<file path="src/rtl/tmr_wave_pkg.sv">
package tmr_wave_pkg;

    typedef enum logic [1:0] {
        MODE_NORM     = 2'd0,
        MODE_CTC      = 2'd1,
        MODE_PWM_FULL = 2'd2,
        MODE_PWM_CMP  = 2'd3
    } wmode_e;

    localparam logic [1:0] ACT_OFF = 2'b00;
    localparam logic [1:0] ACT_TGL = 2'b01;
    localparam logic [1:0] ACT_CLR = 2'b10;
    localparam logic [1:0] ACT_SET = 2'b11;

    function automatic wmode_e decode_mode(input logic tsel, input logic [1:0] wave);
        wmode_e m;
        unique case (wave)
            2'b10:   m = MODE_CTC;
            2'b11:   m = tsel ? MODE_PWM_CMP : MODE_PWM_FULL;
            default: m = MODE_NORM;
        endcase
        return m;
    endfunction

    function automatic logic is_pwm(input wmode_e m);
        return (m == MODE_PWM_FULL) || (m == MODE_PWM_CMP);
    endfunction

endpackage

</file>
<file path="src/rtl/tmr_wave_ctl.sv">
module tmr_wave_ctl
    import tmr_wave_pkg::*;
(
    input  logic       clk,
    input  logic       rst,
    input  logic       ctl_we,
    input  logic [7:0] ctl_wdata,
    input  logic       tsel_we,
    input  logic       tsel_wdata,
    output logic [1:0] act,
    output wmode_e     mode,
    output logic [7:0] ctl_rdata
);
    localparam int RSV_W = 4;

    logic [1:0] act_q, act_n;
    logic [1:0] wave_q, wave_n;
    logic       tsel_q, tsel_n;
    wmode_e     state_q, state_n;
    logic       unused_rsv;

    assign unused_rsv = ^ctl_wdata[5:2];

    always_comb begin
        act_n   = ctl_we  ? ctl_wdata[7:6] : act_q;
        wave_n  = ctl_we  ? ctl_wdata[1:0] : wave_q;
        tsel_n  = tsel_we ? tsel_wdata     : tsel_q;
        state_n = state_q;
        if (ctl_we || tsel_we) begin
            state_n = decode_mode(tsel_n, wave_n);
        end
    end

    always_ff @(posedge clk) begin
        if (rst) begin
            act_q   <= ACT_OFF;
            wave_q  <= 2'b00;
            tsel_q  <= 1'b0;
            state_q <= MODE_NORM;
        end else begin
            act_q   <= act_n;
            wave_q  <= wave_n;
            tsel_q  <= tsel_n;
            state_q <= state_n;
        end
    end

    always_comb begin
        act       = act_q;
        mode      = state_q;
        ctl_rdata = {act_q, {RSV_W{1'b0}}, wave_q};
    end


    ctl_readback_chk: assert property (@(posedge clk) disable iff (rst)
        ctl_we |=> (ctl_rdata[7:6] == $past(ctl_wdata[7:6])) && (ctl_rdata[1:0] == $past(ctl_wdata[1:0])));


    mode_hold_chk: assert property (@(posedge clk) disable iff (rst)
        (!ctl_we && !tsel_we) |=> $stable(mode));

endmodule

</file>
<file path="src/rtl/tmr_wave_cnt.sv">
module tmr_wave_cnt
    import tmr_wave_pkg::*;
#(
    parameter int W = 8
) (
    input  logic         clk,
    input  logic         rst,
    input  wmode_e       mode,
    input  logic         cmp_we,
    input  logic [W-1:0] cmp_wdata,
    output logic [W-1:0] cnt,
    output logic         match,
    output logic         at_top
);
    localparam logic [W-1:0] FULL = {W{1'b1}};

    logic [W-1:0] cnt_q;
    logic [W-1:0] buf_q;
    logic [W-1:0] act_q;
    logic [W-1:0] top;
    logic         pwm;

    always_comb begin
        pwm = is_pwm(mode);
        unique case (mode)
            MODE_CTC, MODE_PWM_CMP: top = act_q;
            MODE_NORM, MODE_PWM_FULL: top = FULL;
        endcase
        at_top = (cnt_q == top) || (cnt_q == FULL);
        match  = (cnt_q == act_q);
    end

    always_ff @(posedge clk) begin
        if (rst) begin
            cnt_q <= '0;
            buf_q <= '0;
            act_q <= '0;
        end else begin
            cnt_q <= at_top ? '0 : cnt_q + 1'b1;
            if (cmp_we) begin
                buf_q <= cmp_wdata;
            end
            if (!pwm) begin
                if (cmp_we) begin
                    act_q <= cmp_wdata;
                end
            end else if (at_top) begin
                act_q <= cmp_we ? cmp_wdata : buf_q;
            end
        end
    end

    assign cnt = cnt_q;


    wrap_zero_chk: assert property (@(posedge clk) disable iff (rst)
        at_top |=> (cnt == '0));


    step_up_chk: assert property (@(posedge clk) disable iff (rst)
        !at_top |=> (cnt == $past(cnt) + 1'b1));


    buf_hold_chk: assert property (@(posedge clk) disable iff (rst)
        (pwm && !at_top) |=> $stable(act_q));


    direct_load_chk: assert property (@(posedge clk) disable iff (rst)
        (!pwm && cmp_we) |=> (act_q == $past(cmp_wdata)));

endmodule

</file>
<file path="src/rtl/tmr_wave_out.sv">
module tmr_wave_out
    import tmr_wave_pkg::*;
(
    input  logic       clk,
    input  logic       rst,
    input  wmode_e     mode,
    input  logic [1:0] act,
    input  logic       match,
    input  logic       at_top,
    input  logic       port_d,
    input  logic       dir_en,
    output logic       pin_o,
    output logic       pin_oe,
    output logic       ovr_o
);
    logic oc_q, oc_n;
    logic pwm;
    logic connected;

    always_comb begin
        pwm  = is_pwm(mode);
        oc_n = oc_q;
        unique case (mode)
            MODE_NORM, MODE_CTC: begin
                if (match) begin
                    unique case (act)
                        ACT_TGL: oc_n = !oc_q;
                        ACT_CLR: oc_n = 1'b0;
                        ACT_SET: oc_n = 1'b1;
                        ACT_OFF: oc_n = oc_q;
                    endcase
                end
            end
            MODE_PWM_FULL, MODE_PWM_CMP: begin
                unique case (act)
                    ACT_TGL: if (mode == MODE_PWM_CMP && match) oc_n = !oc_q;
                    ACT_CLR: begin
                        if (at_top)     oc_n = 1'b1;
                        else if (match) oc_n = 1'b0;
                    end
                    ACT_SET: begin
                        if (at_top)     oc_n = 1'b0;
                        else if (match) oc_n = 1'b1;
                    end
                    ACT_OFF: oc_n = oc_q;
                endcase
            end
        endcase
    end

    always_ff @(posedge clk) begin
        if (rst) oc_q <= 1'b0;
        else     oc_q <= oc_n;
    end

    always_comb begin
        connected = (act != ACT_OFF) && !(mode == MODE_PWM_FULL && act == ACT_TGL);
        ovr_o     = connected;
        pin_o     = connected ? oc_q : port_d;
        pin_oe    = dir_en;
    end


    top_wins_clr_chk: assert property (@(posedge clk) disable iff (rst)
        (pwm && act == ACT_CLR && at_top) |=> oc_q);


    inv_top_chk: assert property (@(posedge clk) disable iff (rst)
        (pwm && act == ACT_SET && at_top) |=> !oc_q);


    match_set_chk: assert property (@(posedge clk) disable iff (rst)
        (!pwm && act == ACT_SET && match) |=> oc_q);


    off_hold_chk: assert property (@(posedge clk) disable iff (rst)
        (act == ACT_OFF) |=> $stable(oc_q));

endmodule

</file>
<file path="src/rtl/tmr_wave.sv">
module tmr_wave
    import tmr_wave_pkg::*;
#(
    parameter int W = 8
) (
    input  logic         clk,
    input  logic         rst,
    input  logic         ctl_we,
    input  logic [7:0]   ctl_wdata,
    input  logic         tsel_we,
    input  logic         tsel_wdata,
    input  logic         cmp_we,
    input  logic [W-1:0] cmp_wdata,
    input  logic         port_d,
    input  logic         dir_en,
    output logic [7:0]   ctl_rdata,
    output logic [W-1:0] cnt_o,
    output logic         pin_o,
    output logic         pin_oe,
    output logic         ovr_o
);
    logic [1:0] act;
    wmode_e     mode;
    logic       match;
    logic       at_top;

    tmr_wave_ctl u_ctl (
        .clk        (clk),
        .rst        (rst),
        .ctl_we     (ctl_we),
        .ctl_wdata  (ctl_wdata),
        .tsel_we    (tsel_we),
        .tsel_wdata (tsel_wdata),
        .act        (act),
        .mode       (mode),
        .ctl_rdata  (ctl_rdata)
    );

    tmr_wave_cnt #(.W(W)) u_cnt (
        .clk       (clk),
        .rst       (rst),
        .mode      (mode),
        .cmp_we    (cmp_we),
        .cmp_wdata (cmp_wdata),
        .cnt       (cnt_o),
        .match     (match),
        .at_top    (at_top)
    );

    tmr_wave_out u_out (
        .clk    (clk),
        .rst    (rst),
        .mode   (mode),
        .act    (act),
        .match  (match),
        .at_top (at_top),
        .port_d (port_d),
        .dir_en (dir_en),
        .pin_o  (pin_o),
        .pin_oe (pin_oe),
        .ovr_o  (ovr_o)
    );


    oe_follow_chk: assert property (@(posedge clk) disable iff (rst)
        $rose(dir_en) |-> pin_oe);

endmodule

</file>
<file path="config.mk">
export PLATFORM = sky130hd
export DESIGN_NAME = tmr_wave
export DESIGN_NICKNAME = d
export VERILOG_FILES = /design/src/rtl/tmr_wave_pkg.sv /design/src/rtl/tmr_wave_ctl.sv /design/src/rtl/tmr_wave_cnt.sv /design/src/rtl/tmr_wave_out.sv /design/src/rtl/tmr_wave.sv
export SDC_FILE = /design/constraint.sdc
export NUM_CORES = 1
export LEC_CHECK = 0
export ABC_AREA = 0
export BUFFER_PORTS_ARGS = -buffer_cell sky130_fd_sc_hd__buf_2
export CAP_MARGIN = 20
export CORE_MARGIN = 4
export CORE_UTILIZATION = 47
export DETAILED_ROUTE_END_ITERATION = 7
export PLACE_DENSITY = 0.75
export SYNTH_ARGS = -nofsm -noshare
export SYNTH_HDL_FRONTEND = slang
export SYNTH_SLANG_ARGS = --single-unit
</file>
<file path="constraint.sdc">
create_clock -name clk -period 2.1 [get_ports clk]
set_clock_uncertainty 0.2 [all_clocks]
set_input_delay 0 -clock clk [delete_from_list [all_inputs] [get_ports clk]]
set_output_delay 0 -clock clk [all_outputs]
set_load 0.05 [all_outputs]
</file>
==> results of run 1 <==
## placed cells by master (no fill, tap or decap), drive strengths merged, types with 3 or more instances in the layout
cell type and count:
inv 13, nand3 4, nand2b 8, o21ai 3, clkbuf 7, nor2 22
o22ai 10, dfxtp 32, mux2i 14, nand2 14, or2 3, conb 4
xnor2 5, buf 48, nor3 4, a221oi 3, o311a 5, dlygate4sd3 42
a21oi 13
## per-stage QoR
step | util [%] | hold slack, ns
finish | 74.2 | 0.0527
global route | 74.2 | 0.0591
detailed placement | 59.3 | -0.199
floorplan | - | -0.0595
CTS | 73.7 | 0.0407
global placement | 59.3 | -0.199
## worst max-delay path, cell delays in order, from the launching register on
cell,delay [ns]
sky130_fd_sc_hd__dfxtp_4,0.38
sky130_fd_sc_hd__inv_4,0.03
sky130_fd_sc_hd__or4_4,0.51
sky130_fd_sc_hd__a2111oi_4,0.34
sky130_fd_sc_hd__a21bo_4,0.22
sky130_fd_sc_hd__or2_1,0.16
sky130_fd_sc_hd__buf_12,0.13
sky130_fd_sc_hd__nor2_1,0.04
## timing repair
item,in CTS,in global routing
gates resized for setup,0,8
hold endpoints to repair,25,0
setup endpoints to repair,13,20
cloned,0,0
hold buffers,42,0
pin swaps,1,2
## path summary, 6_finish.rpt
path	to	slack [ns]	cells past startpoint
hold reg to reg	u_cnt.cnt[0]	0.26	1
setup reg to reg	u_cnt.cnt[4]	-0.02	7
hold / removal	u_cnt.act_q[7]	0.05	5
setup / recovery	u_cnt.cnt[4]	-0.02	7
## flip-flops by register name, summed over array words and instances, names as in the netlist
register / cells
u_out.oc_q: 1
u_ctl.act: 2
u_cnt.cnt: 8
u_ctl.wave_q: 2
u_ctl.tsel_q: 1
u_cnt.act_q: 8
u_cnt.buf_q: 8
u_ctl.mode: 2
## logic make-up after synthesis
| group | count (synthesis) |
|---|---|
| flip-flops | 32 |
| buffers and inverters | 29 |
| XOR/XNOR | 5 |
| other | 1 |
| multiplexers | 16 |
| AND/OR/NAND/NOR | 63 |
| AO/OA/AOI/OAI | 49 |
| adder cells (fa/ha/maj) | 1 |
## metal layers
layer	vias up	global-route usage, %
li1	859	-
met4	0	13.2
met5	-	0
met1	825	25.7
met3	7	4.76
met2	67	39.0
## cell type report
type / instances / area, µm² / area share, %
Sequential cell: 32 / 666 / 26.3
Tap cell: 46 / 57.6 / 2.27
Clock buffer: 7 / 66.3 / 2.62
Clock inverter: 1 / 5.00 / 0.198
Multi-Input combinational cell: 138 / 968 / 38.2
Inverter: 13 / 51.3 / 2.02
Timing Repair Buffer: 90 / 719 / 28.4
## power groups by stage
stage                     Combinational, W  Clock, W  Sequential, W
after global routing              0.000402  0.000465       0.000684
after CTS                         0.000360  0.000429       0.000676
after global placement            0.000286         0       0.000689
after detailed placement          0.000288         0       0.000690
after floorplan                   0.000196         0       0.000714
final                             0.000373  0.000422       0.000680
==> impl_metrics.env, run 1 <==
export IMPL_worst_ep_required_time_ns=2.14
export IMPL_count_of_fill_cells_added_during_filler_insertion=247
export IMPL_synthArstFlopShare_pct=0
export IMPL_number_of_cells_produced_by_synthesis=196
export IMPL_synth_area_um2=1710
export IMPL_synth_yosys_seq_area_share_pct=37.5
export IMPL_post_route_period_util_pct=101
export IMPL_setup_total_negative_slack_ns=-0.111
export IMPL_max_cap_violations=0
export IMPL_outcome="complete, but fails checks"
export IMPL_placement_rows=21
export IMPL_routed_via_density=5.38
export IMPL_global_route_wire_length_before_repair_mm=7.74
export IMPL_violations="setup timing"
export IMPL_worst_setup_path_end_kind="flop"
export IMPL_top_layer="met4"
export IMPL_synthAdderAreaFrac_pct=0.733
export IMPL_yosys_area_share_simple_pct=17.7
export IMPL_area_growth_syn_to_layout_pct=48.5
export IMPL_place_detailed_instances=277
export IMPL_synth_top_cell_area_share_pct=37.5
export IMPL_hold_start="cmp_we"
export IMPL_antenna_cells_inserted=0
export IMPL_gp_congestion=0.924
export IMPL_final_max_slew_viol_count=0
export IMPL_die_outline_area_um2=4660
export IMPL_drc_errors=0
export IMPL_clkPwrFrac_pct=28.6
export IMPL_compound_gate_fraction_of_synth_area_pct=22.9
export IMPL_post_cts_buffers=0
export IMPL_avgRoutedWirePerCell_um=14.7
export IMPL_initial_core_util_pct=50.0
export IMPL_dr_total_vias=1758
export IMPL_globalRoute_totalOverflow=0
export IMPL_switchingPower_w=0.000459
export IMPL_routed_wl_met2_mm=2.43
export IMPL_cts_path_max_buffers=2
export IMPL_crit_type="flop to flop"
export IMPL_tritoncts_num_sinks=32
export IMPL_p_sw_share_pct=31.1
export IMPL_yosysUniqueCellTypes=43
export IMPL_remaining_antenna_violation_count_after_routing=0
export IMPL_synth_edff_count=0
export IMPL_cts_made_buffers=5
export IMPL_synth_seq_cells=32
export IMPL_chipWidth_um=68.3
export IMPL_p_comb_share_pct=25.3
export IMPL_yosysTopAreaCell="sky130_fd_sc_hd__dfxtp_1"
export IMPL_finish_instance_area_um2=2530
export IMPL_port_buffers=32
export IMPL_h_tree_depth=2
export IMPL_wl_met1_mm=1.99
export IMPL_sequentialPowerShare_pct=46.1
export IMPL_pre_cts_slack_ns=-0.00359
export IMPL_finalHoldViolCount=0
export IMPL_synth_area_mux_share_pct=10.3
export IMPL_synthesis_warning_total=0
export IMPL_i_o_pins=43
export IMPL_postRouteWirelength_mm=4.81
export IMPL_post_route_cells_drive_above_1_share_pct=29.9
export IMPL_rsz0062_at_grt="true"
export IMPL_grt_usage_pct=22.7
export IMPL_root_buffer="sky130_fd_sc_hd__clkbuf_4"
export IMPL_routed_wl_met3_um=301
export IMPL_finalSetupViolCount=10
export IMPL_hpwl_mm=2.78
export IMPL_floorplan_core_area_um2=3420
export IMPL_synthTopCellsByCount="sky130_fd_sc_hd__dfxtp_1, sky130_fd_sc_hd__nor2_1, sky130_fd_sc_hd__nand2_1, sky130_fd_sc_hd__a21oi_1, sky130_fd_sc_hd__mux2i_1"
export IMPL_grt_start_max_net_pins=17
export IMPL_post_synth_top_count_cell="sky130_fd_sc_hd__dfxtp_1"
export IMPL_fin_crit_ns=2.12
export IMPL_largest_family_of_logic_cells_by_synthesized_area="compound AO/OA/AOI/OAI gates"
export IMPL_critPathMaxFanout=8
export IMPL_min_path_type="input port to flop"
export IMPL_grt_pass1_vias=1668
export IMPL_avgSynthCellArea_um2=8.71
export IMPL_synth_xor_area_share_pct=2.57
export IMPL_r2r_start="u_cnt.cnt[4]"
export IMPL_synth_top_cells_by_area="sky130_fd_sc_hd__dfxtp_1, sky130_fd_sc_hd__mux2i_1, sky130_fd_sc_hd__nor2_1, sky130_fd_sc_hd__a21oi_1, sky130_fd_sc_hd__o22ai_1"
export IMPL_num_nets_final=305
export IMPL_vdd_ir_drop_worst_v=0.000510
export IMPL_synthFlopType="sky130_fd_sc_hd__dfxtp_1"
export IMPL_clock_fmax_mhz=472
export IMPL_startpoint_type="flop"
export IMPL_arrival_ns=2.16
export IMPL_static_leakage_power_nw=1.07
export IMPL_critical_path_startpoint="u_cnt.cnt[4]"
export IMPL_final_instance_count_excl_fill=327
export IMPL_number_of_antenna_violations_at_the_first_check_in_global_routing=0
export IMPL_power_report_internal_total_w=0.00102
export IMPL_drt_pre_antenna_iters=4
export IMPL_cts_tree="yes"
export IMPL_dpl_instance_area_um2=2020
export IMPL_timing_final_ws_setup_ns=-0.0164
export IMPL_drtIter0Drc=108
export IMPL_power_density_nw_per_um2=582
export IMPL_clkTransAtPathRegs_ns=0.10
export IMPL_clk_insertion_delay_late_ns=0.35
export IMPL_finalPower_w=0.00147
export IMPL_die_h_um=68.3
Note: power is estimated with default switching activity, not from simulation.
==> inputs of run 2 (changes only) <==
ABC_AREA = 1   (was 0)
==> impl_metrics.env, run 2 <==
export IMPL_outcome="finished clean"
export IMPL_die_h_um=68.9
export IMPL_synthesis_warning_total=0
export IMPL_most_common_layout_cells="sky130_fd_sc_hd__nand2_1, sky130_fd_sc_hd__nor2_1, sky130_fd_sc_hd__dlygate4sd3_1"
export IMPL_r2r_start="u_cnt.buf_q[5]"
export IMPL_num_nets_final=351
export IMPL_rsz0062_at_grt="false"
export IMPL_synth_seq_cells=32
export IMPL_number_of_cells_produced_by_synthesis=261
export IMPL_floorplan_core_area_um2=3470
export IMPL_root_buffer="sky130_fd_sc_hd__clkbuf_8"
export IMPL_synth_top_cell_area_share_pct=36.7
export IMPL_cell_chain_critical_path="dlygate4sd3_1 > buf_2 > mux2i_2 > dlygate4sd3_1 > nor2_1 > dlygate4sd3_1"
export IMPL_routed_via_density=4.92
export IMPL_static_leakage_power_nw=1.14
export IMPL_initial_core_util_pct=50.3
export IMPL_global_route_wire_length_before_repair_mm=7.78
export IMPL_area_growth_syn_to_layout_pct=36.4
export IMPL_clk_insertion_delay_late_ns=0.29
export IMPL_dpl_instance_area_um2=1910
export IMPL_finalHoldViolCount=0
export IMPL_synthArstFlopShare_pct=0
export IMPL_synth_top_cells_by_area="sky130_fd_sc_hd__dfxtp_1, sky130_fd_sc_hd__nand2_1, sky130_fd_sc_hd__nor2_1, sky130_fd_sc_hd__a21oi_1, sky130_fd_sc_hd__inv_1"
export IMPL_pre_cts_slack_ns=0.181
export IMPL_tritoncts_num_sinks=32
export IMPL_drc_errors=0
export IMPL_critical_path_slowest_cell="sky130_fd_sc_hd__dlygate4sd3_1"
export IMPL_min_path_type="input port to flop"
export IMPL_p_comb_share_pct=21.9
export IMPL_finish_instance_area_um2=2380
export IMPL_h_tree_depth=2
export IMPL_critPathMaxFanout=2
export IMPL_drt_pre_antenna_iters=4
export IMPL_vdd_ir_drop_worst_v=0.000460
export IMPL_cts_made_buffers=5
export IMPL_post_synth_top_count_cell="sky130_fd_sc_hd__nand2_1"
export IMPL_post_route_period_util_pct=98.0
export IMPL_crit_reg2reg_capture="u_cnt.buf_q[5]"
export IMPL_finalPower_w=0.00161
export IMPL_post_route_cells_drive_above_1_share_pct=18.7
export IMPL_synth_edff_count=0
export IMPL_die_outline_area_um2=4750
export IMPL_clkPwrFrac_pct=36.1
export IMPL_power_report_internal_total_w=0.00114
export IMPL_grt_start_max_net_pins=17
export IMPL_critical_path_most_common_cell="sky130_fd_sc_hd__dlygate4sd3_1"
export IMPL_timing_final_ws_setup_ns=0.0429
export IMPL_synth_area_um2=1750
export IMPL_dr_total_vias=1837
export IMPL_switchingPower_w=0.000476
export IMPL_placement_rows=21
export IMPL_drtIter0Drc=129
export IMPL_synth_yosys_seq_area_share_pct=36.7
export IMPL_fin_crit_ns=2.06
export IMPL_postLayoutCoreUtil_pct=68.7
export IMPL_critPathMaxStageDelay_ns=0.58
export IMPL_cts_path_max_buffers=2
export IMPL_clock_fmax_mhz=486
export IMPL_avgSynthCellArea_um2=6.69
export IMPL_port_buffers=32
export IMPL_final_max_slew_viol_count=0
export IMPL_number_of_antenna_violations_at_the_first_check_in_global_routing=0
export IMPL_gp_congestion=0.879
export IMPL_antenna_cells_inserted=0
export IMPL_arrival_ns=2.03
export IMPL_crit_type="input port to flop"
export IMPL_cts_tree="yes"
export IMPL_i_o_pins=43
export IMPL_crit_end="u_cnt.buf_q[5]"
export IMPL_p_sw_share_pct=29.5
export IMPL_worstRegToRegCells=4
export IMPL_synthFlopType="sky130_fd_sc_hd__dfxtp_1"
export IMPL_clkTransAtPathRegs_ns=0.07
export IMPL_synthTopCellsByCount="sky130_fd_sc_hd__nand2_1, sky130_fd_sc_hd__nor2_1, sky130_fd_sc_hd__dfxtp_1, sky130_fd_sc_hd__inv_1, sky130_fd_sc_hd__a21oi_1"
export IMPL_critical_path_startpoint="cmp_wdata[5]"
export IMPL_startpoint_type="input port"
export IMPL_layout_commonest_cell="sky130_fd_sc_hd__nand2_1"
export IMPL_grt_pass1_vias=1756
export IMPL_hpwl_mm=2.70
export IMPL_worst_r2r_setup_slack_ns=0.13
export IMPL_yosysUniqueCellTypes=27
export IMPL_worst_setup_path_end_kind="flop"
export IMPL_chipWidth_um=68.9
export IMPL_yosysTopAreaCell="sky130_fd_sc_hd__dfxtp_1"
export IMPL_sequentialPowerShare_pct=42.0
export IMPL_worst_ep_required_time_ns=2.07
export IMPL_max_cap_violations=0
export IMPL_globalRoute_totalOverflow=0
export IMPL_grt_usage_pct=22.4
export IMPL_postRouteWirelength_mm=4.66
export IMPL_avgRoutedWirePerCell_um=12.5
export IMPL_power_density_nw_per_um2=678
export IMPL_remaining_antenna_violation_count_after_routing=0
export IMPL_finalSetupViolCount=0
==> run 2: changes by cell type after synthesis, sizes merged, moves of 5 or more <==
cell    previous run  this run
a21oi             13        21
inv               13        29
nand2             14        58
nand2b             8         0
nand3              4        17
nor2              22        51
o21ai              3        10
o22ai             10         0
o311a              5         0
xnor2              5         0
xor2               0         5
==> run 2: cell families after synthesis <==
| kind of cell | Yosys count | synth area share [%] |
|---|---|---|
| other | 1 | 0.215 |
| XOR/XNOR | 5 | 2.51 |
| AO/OA/AOI/OAI | 32 | 9.46 |
| buffers and inverters | 43 | 11.8 |
| flip-flops | 32 | 36.7 |
| multiplexers | 10 | 5.73 |
| adder cells (fa/ha/maj) | 1 | 0.717 |
| AND/OR/NAND/NOR | 137 | 32.9 |
==> run 2: area by class of cell <==
| type | count | area [µm²] |
|---|---|---|
| Clock buffer | 6 | 72.6 |
| Clock inverter | 2 | 35.0 |
| Fill cell | 297 | 1090 |
| Inverter | 30 | 113 |
| Multi-Input combinational cell | 189 | 946 |
| Sequential cell | 32 | 644 |
| Tap cell | 46 | 57.6 |
| Timing Repair Buffer | 68 | 513 |
==> run 2: how the worst min path moves through the flow <==
| stage | from | end | slack (ns) | depth (start not counted) |
|---|---|---|---|---|
| floorplan | rst | u_ctl.mode[0] | -0.13 | 1 |
| global placement | dir_en | pin_oe | -0.20 | 0 |
| detailed placement | dir_en | pin_oe | -0.20 | 0 |
| CTS | ctl_we | u_ctl.mode[1] | 0.00003 | 4 |
| global route | ctl_wdata[0] | u_ctl.mode[1] | 0.10 | 5 |
| finish | ctl_wdata[0] | u_ctl.mode[1] | 0.08 | 5 |
==> run 2: critical path: cells and delay by family <==
kind | cells | cell delay [ns]
buffers and inverters | 4 | 1.82
and+or+nand+nor | 1 | 0.04
muxes | 1 | 0.18
==> run 2: power groups by stage <==
stage	sequential [W]	combinational [W]	clock (W)
final	0.000678	0.000354	0.000583
after global routing	0.000683	0.000396	0.000616
after CTS	0.000675	0.000351	0.000592
after detailed placement	0.000689	0.000278	0
after global placement	0.000687	0.000274	0
after floorplan	0.000715	0.000202	0
==> run 2: per-stage QoR <==
stage          hold slack (ns)  cells  setup TNS (ns)
5_1_grt                  0.104    373               0
6_report                0.0755    373               0
4_1_cts              0.0000343    380               0
3_3_place_gp            -0.199    331               0
2_1_floorplan           -0.131    264         -0.0726
3_5_place_dp            -0.199    331               0
==> run 2: per-layer routing <==
layer	up-vias	track usage, %	share of wire [%]
li1	943	-	-
met1	841	24.8	42
met2	44	40.5	52
met3	9	4.86	4.2
met4	0	10.2	1.8
met5	-	0	0
==> run 2: what timing repair did <==
| item | 4_1_cts | 5_1_grt |
|---|---|---|
| endpoints found under the setup margin | 0 | 19 |
| setup buffers | 0 | 1 |
| hold buffers | 41 | 0 |
| gates resized for setup | 0 | 8 |
| hold endpoints to repair | 24 | 0 |
==> inputs of run 3 (changes only) <==
CORE_UTILIZATION = 45   (was 47)
PLACE_DENSITY = 0.72   (was 0.75)
==> impl_metrics.env, run 3 (synthesis results as in run 2) <==
export IMPL_fin_crit_ns=2.06
export IMPL_globalRoute_totalOverflow=0
export IMPL_final_max_slew_viol_count=0
export IMPL_static_leakage_power_nw=1.15
export IMPL_floorplan_core_area_um2=3720
export IMPL_antenna_cells_inserted=0
export IMPL_placement_rows=22
export IMPL_r2r_start="u_cnt.buf_q[6]"
export IMPL_number_of_antenna_violations_at_the_first_check_in_global_routing=0
export IMPL_finish_instance_area_um2=2400
export IMPL_rsz0062_at_grt="false"
export IMPL_worst_setup_path_end_kind="flop"
export IMPL_area_growth_syn_to_layout_pct=37.3
export IMPL_post_route_period_util_pct=98.1
export IMPL_crit_end="u_ctl.act[1]"
export IMPL_dpl_instance_area_um2=1910
export IMPL_die_outline_area_um2=4940
export IMPL_tritoncts_num_sinks=32
export IMPL_post_route_cells_drive_above_1_share_pct=17.6
export IMPL_count_of_fill_cells_added_during_filler_insertion=321
export IMPL_drc_errors=0
export IMPL_worst_r2r_setup_slack_ns=0.15
export IMPL_grt_usage_pct=18.1
export IMPL_grt_start_max_net_pins=17
export IMPL_cts_made_buffers=5
export IMPL_outcome="complete, but fails checks"
export IMPL_most_common_layout_cells="sky130_fd_sc_hd__nand2_1, sky130_fd_sc_hd__nor2_1, sky130_fd_sc_hd__dlygate4sd3_1"
export IMPL_arrival_ns=2.08
export IMPL_chipWidth_um=70.3
export IMPL_postRouteWirelength_mm=4.19
export IMPL_power_report_internal_total_w=0.00114
export IMPL_avgRoutedWirePerCell_um=11.1
export IMPL_violations="hold timing"
export IMPL_cts_path_max_buffers=2
export IMPL_clock_fmax_mhz=485
export IMPL_clkPwrFrac_pct=36.0
export IMPL_drt_pre_antenna_iters=4
export IMPL_p_comb_share_pct=22.0
export IMPL_critical_path_startpoint="ctl_we"
export IMPL_hpwl_mm=2.67
export IMPL_global_route_wire_length_before_repair_mm=7.11
export IMPL_num_nets_final=353
export IMPL_startpoint_type="input port"
export IMPL_drtIter0Drc=103
export IMPL_critPathMaxFanout=5
export IMPL_worst_hold_slack_ns=-0.0359
export IMPL_finalSetupViolCount=0
export IMPL_crit_reg2reg_capture="u_cnt.buf_q[6]"
export IMPL_min_path_type="input port to flop"
export IMPL_initial_core_util_pct=47.0
export IMPL_routed_via_density=4.80
export IMPL_remaining_antenna_violation_count_after_routing=0
export IMPL_layout_commonest_cell="sky130_fd_sc_hd__nand2_1"
export IMPL_worstRegToRegCells=4
export IMPL_dr_total_vias=1808
export IMPL_p_sw_share_pct=29.0
export IMPL_cts_tree="yes"
export IMPL_gp_congestion=0.819
export IMPL_clk_insertion_delay_late_ns=0.28
export IMPL_die_h_um=70.3
export IMPL_max_cap_violations=0
export IMPL_switchingPower_w=0.000467
export IMPL_finalHoldViolCount=1
export IMPL_h_tree_depth=2
export IMPL_crit_type="input port to flop"
export IMPL_root_buffer="sky130_fd_sc_hd__clkbuf_8"
export IMPL_vdd_ir_drop_worst_v=0.000460
export IMPL_clkTransAtPathRegs_ns=0.06
export IMPL_worstHoldPathCells=4
export IMPL_power_density_nw_per_um2=671
export IMPL_worst_ep_required_time_ns=2.12
export IMPL_grt_pass1_vias=1628
export IMPL_i_o_pins=43
export IMPL_sequentialPowerShare_pct=42.0
export IMPL_port_buffers=32
-- run 3: changes by cell type in the layout (fill, tap and decap cells not counted), sizes merged --
cell and change:
dlygate4sd3 +2
-- run 3: worst min path at each step --
stage / start / end / slack, ns
final: ctl_wdata[0] / u_ctl.wave_q[0] / -0.04
after floorplan: rst / u_ctl.mode[0] / -0.13
after detailed placement: dir_en / pin_oe / -0.20
after global routing: ctl_wdata[0] / u_ctl.wave_q[0] / 0.07
after CTS: ctl_wdata[0] / u_ctl.mode[0] / 0.03
after global placement: dir_en / pin_oe / -0.20
-- run 3: metrics by stage --
| step | worst slack, ns | instances | total power (W) | TNS (ns) | util, % |
|---|---|---|---|---|---|
| 2_1_floorplan | -0.0726 | 264 | 0.000917 | -0.0726 | - |
| 3_3_place_gp | 0.239 | 333 | 0.000963 | 0 | 51.4 |
| 3_5_place_dp | 0.220 | 333 | 0.000967 | 0 | 51.4 |
| 4_1_cts | 0.0376 | 383 | 0.00162 | 0 | 65.6 |
| 5_1_grt | 0.00334 | 377 | 0.00169 | 0 | 64.5 |
| 6_report | 0.0394 | 377 | 0.00161 | 0 | 64.5 |
-- run 3: critical path: stages --
cell	delay (ns)
sky130_fd_sc_hd__dlygate4sd3_1	0.56
sky130_fd_sc_hd__buf_4	0.16
sky130_fd_sc_hd__inv_1	0.12
sky130_fd_sc_hd__nor2_1	0.05
sky130_fd_sc_hd__dlygate4sd3_1	0.55
sky130_fd_sc_hd__nor2_1	0.09
sky130_fd_sc_hd__dlygate4sd3_1	0.54
-- run 3: what timing repair did --
action | CTS | global route
hold endpoints to repair | 24 | 0
setup endpoints to repair | 0 | 9
hold buffers | 42 | 0
setup buffers | 0 | 1
gates resized for setup | 0 | 6
-- run 3: metal layers --
metal / routed length (µm) / part of all wire [%] / GRT usage (%) / up-vias
met5: 0 / 0 / 0 / -
met2: 2090 / 50 / 31.8 / 38
li1: - / - / - / 947
met3: 198 / 4.7 / 5.61 / 6
met1: 1850 / 44 / 20.4 / 817
met4: 61 / 1.5 / 6.38 / 0
-- run 3: power groups by stage --
stage                     clock (W)  sequential [W]  combinational [W]
after floorplan                   0        0.000715           0.000202
after global placement            0        0.000686           0.000277
after detailed placement          0        0.000688           0.000280
after CTS                  0.000596        0.000674           0.000354
after global routing       0.000620        0.000680           0.000392
final                      0.000580        0.000676           0.000353
-- run 3: layout make-up --
| cell class | count | area (µm²) | share of cell area [%] |
|---|---|---|---|
| Sequential cell | 32 | 643 | 26.8 |
| Inverter | 30 | 113 | 4.70 |
| Clock inverter | 2 | 35.0 | 1.46 |
| Timing Repair Buffer | 70 | 536 | 22.3 |
| Clock buffer | 6 | 72.6 | 3.03 |
| Tap cell | 48 | 60.1 | 2.51 |
| Multi-Input combinational cell | 189 | 937 | 39.1 |
